**src/rtl/rxq_pkg.sv**
```systemverilog
package rxq_pkg;

  // Byte count that sets the fill-level flag; depth+2 can never be reached.
  function automatic int unsigned thr_level(input logic [2:0] code, input int unsigned depth);
    case (code)
      3'd0:    return depth / 8;
      3'd1:    return depth / 4;
      3'd2:    return depth / 2;
      3'd3:    return (3 * depth) / 4;
      3'd4:    return (7 * depth) / 8;
      3'd5:    return depth;
      default: return depth + 2;
    endcase
  endfunction

endpackage

```
**src/rtl/rxq_ram.sv**
```systemverilog
module rxq_ram #(
  parameter int DW = 8,
  parameter int AW = 4
) (
  input  logic          clk,
  input  logic          rst,
  input  logic          we,
  input  logic [AW-1:0] waddr,
  input  logic [DW-1:0] wdata,
  input  logic          re,
  input  logic [AW-1:0] raddr,
  output logic [DW-1:0] rdata
);
  localparam int WORDS = 1 << AW;

  logic [DW-1:0] mem [WORDS];

  always_ff @(posedge clk) begin
    if (we) mem[waddr] <= wdata;
  end

  // The read register doubles as the visible data register (read-first).
  always_ff @(posedge clk) begin
    if (rst)     rdata <= '0;
    else if (re) rdata <= mem[raddr];
  end
endmodule

```
**src/rtl/rxq_ctrl.sv**
```systemverilog
module rxq_ctrl #(
  parameter int DEPTH = 16,
  localparam int AW   = $clog2(DEPTH),
  localparam int CNTW = $clog2(DEPTH + 1),
  localparam int TOTW = $clog2(DEPTH + 2)
) (
  input  logic            clk,
  input  logic            rst,
  input  logic            push,
  input  logic            pop,
  output logic            mem_we,
  output logic [AW-1:0]   mem_waddr,
  output logic            mem_re,
  output logic [AW-1:0]   mem_raddr,
  output logic            hold_vld,
  output logic [CNTW-1:0] fifo_cnt,
  output logic [TOTW-1:0] total_nxt,
  output logic            ovr_evt
);
  logic [AW-1:0]   wr_ptr, rd_ptr;
  logic [CNTW-1:0] cnt_nxt;
  logic            fifo_pop, fifo_full, hold_nxt;

  always_comb begin
    fifo_full = (fifo_cnt == CNTW'(DEPTH));
    fifo_pop  = (fifo_cnt != '0) && (!hold_vld || pop);
    ovr_evt   = push && fifo_full && !fifo_pop;
    mem_we    = push && !ovr_evt;
    cnt_nxt   = fifo_cnt + CNTW'(mem_we) - CNTW'(fifo_pop);
    if (fifo_pop)   hold_nxt = 1'b1;
    else if (pop)   hold_nxt = 1'b0;
    else            hold_nxt = hold_vld;
    total_nxt = TOTW'(cnt_nxt) + TOTW'(hold_nxt);
  end

  assign mem_waddr = wr_ptr;
  assign mem_raddr = rd_ptr;
  assign mem_re    = fifo_pop;

  always_ff @(posedge clk) begin
    if (rst) begin
      wr_ptr   <= '0;
      rd_ptr   <= '0;
      fifo_cnt <= '0;
      hold_vld <= 1'b0;
    end else begin
      if (mem_we)   wr_ptr <= wr_ptr + 1'b1;
      if (fifo_pop) rd_ptr <= rd_ptr + 1'b1;
      fifo_cnt <= cnt_nxt;
      hold_vld <= hold_nxt;
    end
  end
endmodule

```
**src/rtl/rxq_flags.sv**
```systemverilog
module rxq_flags #(
  parameter int DEPTH = 16,
  localparam int TOTW = $clog2(DEPTH + 2)
) (
  input  logic            clk,
  input  logic            rst,
  input  logic [TOTW-1:0] total_nxt,
  input  logic [2:0]      thr_code,
  input  logic            thr_ie,
  input  logic            full_ie,
  input  logic            ovr_evt,
  input  logic            ovr_clr,
  output logic            thr_flag,
  output logic            full_flag,
  output logic            ovr_flag,
  output logic            thr_irq,
  output logic            full_irq
);
  logic [TOTW-1:0] level;
  logic            thr_nxt, full_nxt;

  always_comb begin
    level    = TOTW'(rxq_pkg::thr_level(thr_code, DEPTH));
    thr_nxt  = (total_nxt >= level);
    full_nxt = (total_nxt == TOTW'(DEPTH + 1));
  end

  always_ff @(posedge clk) begin
    if (rst) begin
      thr_flag  <= 1'b0;
      full_flag <= 1'b0;
      ovr_flag  <= 1'b0;
      thr_irq   <= 1'b0;
      full_irq  <= 1'b0;
    end else begin
      thr_flag  <= thr_nxt;
      full_flag <= full_nxt;
      thr_irq   <= thr_nxt && thr_ie;
      full_irq  <= full_nxt && full_ie;
      if (ovr_evt)      ovr_flag <= 1'b1;
      else if (ovr_clr) ovr_flag <= 1'b0;
    end
  end
endmodule

```
**src/rtl/rxq_holdreg.sv**
```systemverilog
module rxq_holdreg #(
  parameter int DEPTH = 16,
  parameter int DW    = 8,
  localparam int AW   = $clog2(DEPTH),
  localparam int CNTW = $clog2(DEPTH + 1),
  localparam int TOTW = $clog2(DEPTH + 2)
) (
  input  logic          clk,
  input  logic          rst,
  input  logic          rx_valid,
  input  logic [DW-1:0] rx_data,
  input  logic          rd_pop,
  input  logic [2:0]    thr_code,
  input  logic          thr_ie,
  input  logic          full_ie,
  input  logic          ovr_clr,
  output logic [DW-1:0] data_out,
  output logic          data_vld,
  output logic          thr_flag,
  output logic          full_flag,
  output logic          ovr_flag,
  output logic          thr_irq,
  output logic          full_irq
);
  logic            mem_we, mem_re, ovr_evt;
  logic [AW-1:0]   mem_waddr, mem_raddr;
  logic [CNTW-1:0] fifo_cnt;
  logic [TOTW-1:0] total_nxt;

  rxq_ctrl #(.DEPTH(DEPTH)) u_ctrl (
    .clk(clk), .rst(rst), .push(rx_valid), .pop(rd_pop),
    .mem_we(mem_we), .mem_waddr(mem_waddr), .mem_re(mem_re), .mem_raddr(mem_raddr),
    .hold_vld(data_vld), .fifo_cnt(fifo_cnt), .total_nxt(total_nxt), .ovr_evt(ovr_evt)
  );

  rxq_ram #(.DW(DW), .AW(AW)) u_ram (
    .clk(clk), .rst(rst), .we(mem_we), .waddr(mem_waddr), .wdata(rx_data),
    .re(mem_re), .raddr(mem_raddr), .rdata(data_out)
  );

  rxq_flags #(.DEPTH(DEPTH)) u_flags (
    .clk(clk), .rst(rst), .total_nxt(total_nxt), .thr_code(thr_code),
    .thr_ie(thr_ie), .full_ie(full_ie), .ovr_evt(ovr_evt), .ovr_clr(ovr_clr),
    .thr_flag(thr_flag), .full_flag(full_flag), .ovr_flag(ovr_flag),
    .thr_irq(thr_irq), .full_irq(full_irq)
  );
endmodule

```
**config.mk**
```make
export PLATFORM = sky130hd
export DESIGN_NAME = rxq_holdreg
export DESIGN_NICKNAME = d
export VERILOG_FILES = /design/src/rtl/rxq_pkg.sv /design/src/rtl/rxq_ram.sv /design/src/rtl/rxq_ctrl.sv /design/src/rtl/rxq_flags.sv /design/src/rtl/rxq_holdreg.sv
export SDC_FILE = /design/constraint.sdc
export NUM_CORES = 1
export LEC_CHECK = 0
export ABC_AREA = 1
export CAP_MARGIN = 20
export CORE_UTILIZATION = 35
export CTS_BUF_LIST = sky130_fd_sc_hd__clkbuf_4
export CTS_CLUSTER_SIZE = 24
export DETAILED_ROUTE_END_ITERATION = 10
export SETUP_SLACK_MARGIN = 0.2
export SKIP_CTS_REPAIR_TIMING = 1
export SYNTH_ARGS = -nofsm -noshare
export SYNTH_HDL_FRONTEND = slang
export SYNTH_SLANG_ARGS = --single-unit
```
**constraint.sdc**
```tcl
create_clock -name clk -period 4.85 [get_ports clk]
set_input_delay 1.455 -clock clk [delete_from_list [all_inputs] [get_ports clk]]
set_output_delay 1.455 -clock clk [all_outputs]
set_load 0.01 [all_outputs]
```
==> qor.csv, run 1 <==
stage,metric,value,unit
status,status,"complete, no violations",
critical_path,RR Startpoint,u_ctrl.fifo_cnt[3],
critical_path,critical-path cell list,"clkdlybuf4s50_1, nand4_4, nand3_1, nand2_1, ha_1, fa_1, ha_1, inv_1, nor2_2, nand3_1, nand2_1, nand2_1, ha_1, a21oi_1, nand3_1, nand2_1, nor2_1",
min_path,Hold Path Depth,2,
yosys,Area contributors post-synth,"edfxtp_1, nand2_1, dfxtp_1, nand3_1, inv_1",
yosys,main flop type after synthesis,edfxtp_1,
critical_path,Worst EP arrival,4.53,ns
yosys,Yosys top cell area share,0.538,
yosys,Ys Warns,0,
power_and_ir_drop,Cell Pwr Density,525,mW/mm²
drt,Routed Antenna Nets,0,
clock_tree,CTS tree,built,
global_routing,vias in the first global route,4644,
sta,Slew Limit Fails,0,
critical_path,endpoint class of the critical path,flop,
power_and_ir_drop,leak pwr,3.38,nW
layout,design area,0.00808,mm²
drt,DRC viols,0,
placed_design,global placer's final weighted congestion,0.789,
global_routing,largest net degree at the start of global routing,67,
drt,final wirelength,15.4,mm
clock_tree,H-Tree Depth,4,
yosys,Post-Syn Instances,737,
min_path,worst min-delay path endpoint,u_flags.ovr_flag,
clock_tree,register clock-pin slew on the reported worst setup and hold paths,0.14,ns
critical_path,cell class contributing the biggest share of worst-path delay,adder cells,
floorplanning,row cnt,51,
clock_tree,Inserted Clock Buffers,17,
floorplanning,Die W,145,µm
drt,DR WL/cell,14.7,µm
clock_tree,CTS Root Cell,clkbuf_4,
yosys,Post-synth EDFFs,128,
layout,"commonest non-fill, non-tap cell in the layout",nand2_1,
drt,initial DRC count,396,
floorplanning,num ports,32,
drt,vias per cell,4.57,
critical_path,Crit Path Class,primary input to flop,
flow_run,max-capacitance violation count,0,
critical_path,R2R Setup Slk,1.40,ns
yosys,Netlist Area Pre-Place,0.00714,mm²
yosys,async set-reset flop share out of synthesis,0,
placed_design,"worst slack, placed",0.171,ns
layout,antenna fix cells,0,
critical_path,CP startpoint kind,primary input,
drt,Pre-antenna DRT Iters,5,
critical_path,Critical Path Max Stage Delay,0.67,ns
critical_path,"Req. time, crit path",5.31,ns
global_routing,GRT Total Usage,0.161,
sta,# setup viols final,0,
global_routing,total grt overflow,0,
placed_design,placed cell area,0.00770,mm²
yosys,Seq cells post-synth,155,
critical_path,crit-path max FO,8,
yosys,Netlist cell types,33,
sta,fin crit period,4.08,ns
sta,Worst Skew,0.0186,ns
sta,final hold vios,0,
min_path,worst hold start,u_flags.ovr_flag,
floorplanning,Die ar.,0.0210,mm²
sta,fmax,245,MHz
layout,Layout Nets,808,
sta,worst relative slew slack,0.322,
layout,most frequent cells in the layout,"nand2_1, edfxtp_1, inv_1",
sta,period utilisation layout,0.841,
global_routing,initial antenna violation count,0,
min_path,Hold/Removal Path Class,flop to flop,
yosys,Syn Nets,772,
drt,via count,4801,
layout,share of layout cells above drive strength 1,0.0903,
yosys,syn_area_per_cell,9.69,µm²
power_and_ir_drop,Max rail drop VDD,0.278,mV
critical_path,CP max stage cell,clkdlybuf4s50_1,
sta,setup tns final,0,ns
clock_tree,total clock sinks,155,
sta,setup slack after layout,0.772,ns
critical_path,"Top cell by count, worst path",nand2_1,
floorplanning,core area,0.0197,mm²
yosys,post-synthesis sequential area ratio,0.614,
floorplanning,initial core utilization,0.362,
floorplanning,Chip Height,145,µm
sta,slew at the pin with the worst max-slew slack,1.01,ns
layout,Util after Layout,0.410,
yosys,largest area contributor in the netlist,edfxtp_1,
clock_tree,Clock Latency Late Sink,0.54,ns
layout,fillcell total,1900,
critical_path,RR Endpoint,u_flags.thr_irq,
global_routing,first-pass GRT wire length,24.8,mm
critical_path,WP buf/inv,2,
placed_design,DP HPWL,9.84,mm
critical_path,R2R depth,20,
sta,unrepaired setup endpoints after global routing,false,
clock_tree,CTS Buffer Depth,2,
layout,Layout area overhead,13.1,%
placed_design,port bufs,31,
## report_power, final
group | switching, mW | internal (mW)
logic | 1.05 | 0.584
registers | 0.0855 | 1.53
clock network | 0.471 | 0.523
total | 1.60 | 2.64
## synth_stat cells, types with 2 or more instances
cell,instances
a21oi_1,13
buf_2,12
buf_4,7
buf_6,2
clkbuf_1,7
clkinv_1,2
dfxtp_1,27
edfxtp_1,128
ha_1,16
inv_1,106
inv_2,3
nand2_1,210
nand2_2,3
nand3_1,101
nand3_2,10
nand4_1,2
nor2_1,48
nor3_1,12
o21ai_0,4
o21ai_1,8
or2_2,2
xor2_1,3
## final cells by class
cell class | instances | area [µm²] | share of cell area
clock buffer | 18 | 135 | 0.0167
tap | 265 | 332 | 0.0411
multi-input combinational | 439 | 2120 | 0.263
inverter | 112 | 425 | 0.0527
timing repair buffer | 48 | 438 | 0.0542
sequential | 155 | 4390 | 0.543
clock inverter | 14 | 239 | 0.0296
## how the worst max path moves through the flow
| stage | from | endpoint | slack (ns) | depth (start not counted) |
|---|---|---|---|---|
| after floorplan | rd_pop | u_flags.thr_irq | 0.75 | 20 |
| after global placement | rx_valid | u_flags.thr_irq | 0.26 | 17 |
| final | rx_valid | u_flags.thr_irq | 0.77 | 17 |
| after detailed placement | rx_valid | u_flags.thr_irq | 0.17 | 17 |
| after CTS | rx_valid | u_flags.thr_irq | 0.79 | 17 |
| after global routing | rx_valid | u_flags.thr_irq | 0.54 | 17 |
## flip-flops by register name, summed over array words and instances, names as in the netlist
signal,flops
u_ctrl.mem_raddr,4
u_ram.rdata,8
u_flags.full_flag,1
u_flags.full_irq,1
u_flags.ovr_flag,1
u_ctrl.mem_waddr,4
u_flags.thr_irq,1
u_flags.thr_flag,1
u_ctrl.fifo_cnt,5
u_ctrl.hold_vld,1
u_ram.mem,128
## cells by family (layout without fill, tap and decap cells)
kind of cell	after synthesis	count (layout)	synth area share
xor+xnor	3	3	0.00368
compound gates	27	27	0.0195
simple gates	392	392	0.243
flops	155	155	0.614
fa+ha+maj	17	17	0.0308
buf+inv	143	192	0.0887
## stage by stage
stage / power (mW) / instances / hold slack (ns)
finish: 4.24 / 1051 / 0.473
global route: 4.57 / 1051 / 0.508
CTS: 4.28 / 1051 / 0.481
detailed placement: 3.29 / 1019 / 0.462
global placement: 3.27 / 1019 / 0.467
floorplan: 2.87 / 737 / 0.487
## layer usage
layer | global-route usage | routed length (µm) | vias up
met5 | 0 | 0 | -
met4 | 0.0443 | 156 | 0
met3 | 0.0448 | 686 | 11
met2 | 0.274 | 7770 | 87
met1 | 0.200 | 6800 | 2235
li1 | - | - | 2468
## tightest hold or removal path, delay by kind of cell, from the launching register on
family           cells  cell delay [ns]
AND/OR/NAND/NOR      1             0.06
AO/OA/AOI/OAI        1             0.05
flip-flops           1             0.33
Power figures use the tool's default switching activity.
==> run 2, diff against run 1 <==
- clock period: 4.85 -> 3.6 ns (I/O delays scaled with it)
==> run 2 against run 1 <==
Net effect:
- total power is 39% higher
- flip-flop and latch count unchanged
- die area stayed put
- wire length rose by 3.8%
- global-route usage is 0.40 points higher
- sequential power increased by 32%
- register-to-register slack got worse by 0.99 ns
- largest power group unchanged
==> qor.csv, run 2 (same netlist as run 1, synthesis figures left out) <==
stage,metric,value,unit
critical_path,"Top cell by count, worst path",nand3_1,
drt,Metal-1 WL,7.09,mm
min_path,Hold Path Depth,2,
status,status,"complete, no violations",
layout,"Cell Count, Final, Fillers Out",1072,
drt,via count,4936,
layout,Layout area overhead,15.4,%
placed_design,global placer's final weighted congestion,0.824,
min_path,Hold/Removal Path Class,flop to flop,
sta,fmax,313,MHz
floorplanning,core area,0.0197,mm²
critical_path,endpoint class of the critical path,flop,
global_routing,total grt overflow,0,
drt,vias per cell,4.60,
sta,period utilisation layout,0.886,
min_path,worst hold start,u_flags.ovr_flag,
layout,share of layout cells above drive strength 1,0.131,
drt,Routed Antenna Nets,0,
sta,unrepaired setup endpoints after global routing,false,
global_routing,initial antenna violation count,0,
clock_tree,Inserted Clock Buffers,17,
layout,antenna fix cells,0,
power_and_ir_drop,Cell Pwr Density,717,mW/mm²
sta,Worst Skew,0.0112,ns
power_and_ir_drop,Max rail drop VDD,0.366,mV
drt,met2 wire len,7.80,mm
critical_path,"Req. time, crit path",4.06,ns
critical_path,Worst EP arrival,3.65,ns
layout,Largest regs,"u_ram.mem x128, u_ram.rdata x8, u_ctrl.fifo_cnt x5",
placed_design,DP HPWL,10.2,mm
sta,slew at the pin with the worst max-slew slack,0.828,ns
clock_tree,CTS Buffer Depth,2,
clock_tree,total clock sinks,155,
drt,DRC viols,0,
placed_design,port bufs,31,
floorplanning,initial core utilization,0.362,
drt,DR WL/cell,14.9,µm
layout,design area,0.00824,mm²
critical_path,R2R depth,20,
critical_path,Crit Path Class,flop to flop,
sta,Slew Limit Fails,0,
power_and_ir_drop,leak pwr,3.47,nW
placed_design,"worst slack, placed",-0.508,ns
clock_tree,register clock-pin slew on the reported worst setup and hold paths,0.12,ns
sta,worst relative slew slack,0.447,
critical_path,CP startpoint kind,flop,
floorplanning,num ports,32,
global_routing,GRT Total Usage,0.165,
floorplanning,row cnt,51,
clock_tree,H-Tree Depth,4,
layout,most frequent cells in the layout,"nand2_1, edfxtp_1, inv_1",
layout,Layout Nets,829,
placed_design,placed cells,1037,
floorplanning,Die W,145,µm
critical_path,RR Startpoint,u_ctrl.fifo_cnt[3],
drt,Pre-antenna DRT Iters,5,
layout,largest reg by FF count,u_ram.mem,
critical_path,crit-path max FO,4,
floorplanning,Chip Height,145,µm
sta,setup slack after layout,0.409,ns
global_routing,vias in the first global route,4811,
floorplanning,Die ar.,0.0210,mm²
placed_design,placed cell area,0.00785,mm²
clock_tree,Clock Latency Late Sink,0.55,ns
global_routing,largest net degree at the start of global routing,67,
critical_path,critical-path cell list,"inv_2, ha_2, nor3b_4, buf_6, nand4_4, nand3_1, nand2_1, ha_2, fa_2, ha_1, inv_1, nor2_2, buf_4, nand3_1, nand2_2, ha_4, a21oi_2, nand3_1, nand2_2, nor2_1",
clock_tree,CTS tree,built,
drt,Met3 Wirelength,741,µm
sta,fin crit period,3.19,ns
critical_path,CP max stage cell,fa_2,
drt,final wirelength,16.0,mm
sta,final hold vios,0,
drt,Top Metal Used,met4,
global_routing,first-pass GRT wire length,25.4,mm
layout,"commonest non-fill, non-tap cell in the layout",nand2_1,
layout,max reg flops,128,
flow_run,max-capacitance violation count,0,
critical_path,Critical Path Max Stage Delay,0.55,ns
clock_tree,CTS Root Cell,clkbuf_4,
critical_path,Worst Setup SP,u_ctrl.fifo_cnt[3],
drt,initial DRC count,373,
sta,# setup viols final,0,
run 2: final cells by class:
class                   count  area, µm²
flip-flops and latches    155       4390
fillers                  1909      11500
multi-input cells         439       2170
well taps                 265        332
repair buffers             69        604
clock inverters            14        178
clock buffers              18        135
inverters                 112        425
run 2: critical path: cells and delay by family, from the launching register on:
family / cells / cell delay [ns]
compound gates: 1 / 0.14
fa+ha+maj: 5 / 1.26
buf+inv: 4 / 0.37
flops: 1 / 0.34
simple gates: 10 / 1.01
run 2: final timing paths:
check / endpoint / slack [ns]
max: u_flags.thr_irq / 0.41
min: u_flags.ovr_flag / 0.48
max reg2reg: u_flags.thr_irq / 0.41
min reg2reg: u_flags.ovr_flag / 0.48
run 2: through the flow:
step,TNS [ns],hold slack (ns),util,power [mW]
5_1_grt,0,0.496,0.418,6.36
3_3_place_gp,-0.852,0.455,0.398,4.60
2_1_floorplan,0,0.487,-,3.88
6_report,0,0.475,0.418,5.90
4_1_cts,0,0.484,0.414,5.78
3_5_place_dp,-1.09,0.466,0.398,4.62
run 2: power breakdown:
group / internal (mW) / switching [mW]
Clock: 0.548 / 0.598
Combinational: 1.03 / 1.59
Sequential: 2.06 / 0.0721
run 2: per-layer routing:
layer | track usage | vias up
met5 | 0 | -
met4 | 0.0654 | 0
met1 | 0.210 | 2294
met3 | 0.0322 | 27
met2 | 0.276 | 107
li1 | - | 2508
==> run 3, diff against run 2 <==
- CAP_MARGIN: 20 -> 15
==> results of run 3 <==
No change in the layout: final DEF, timing and power equal those of run 2.
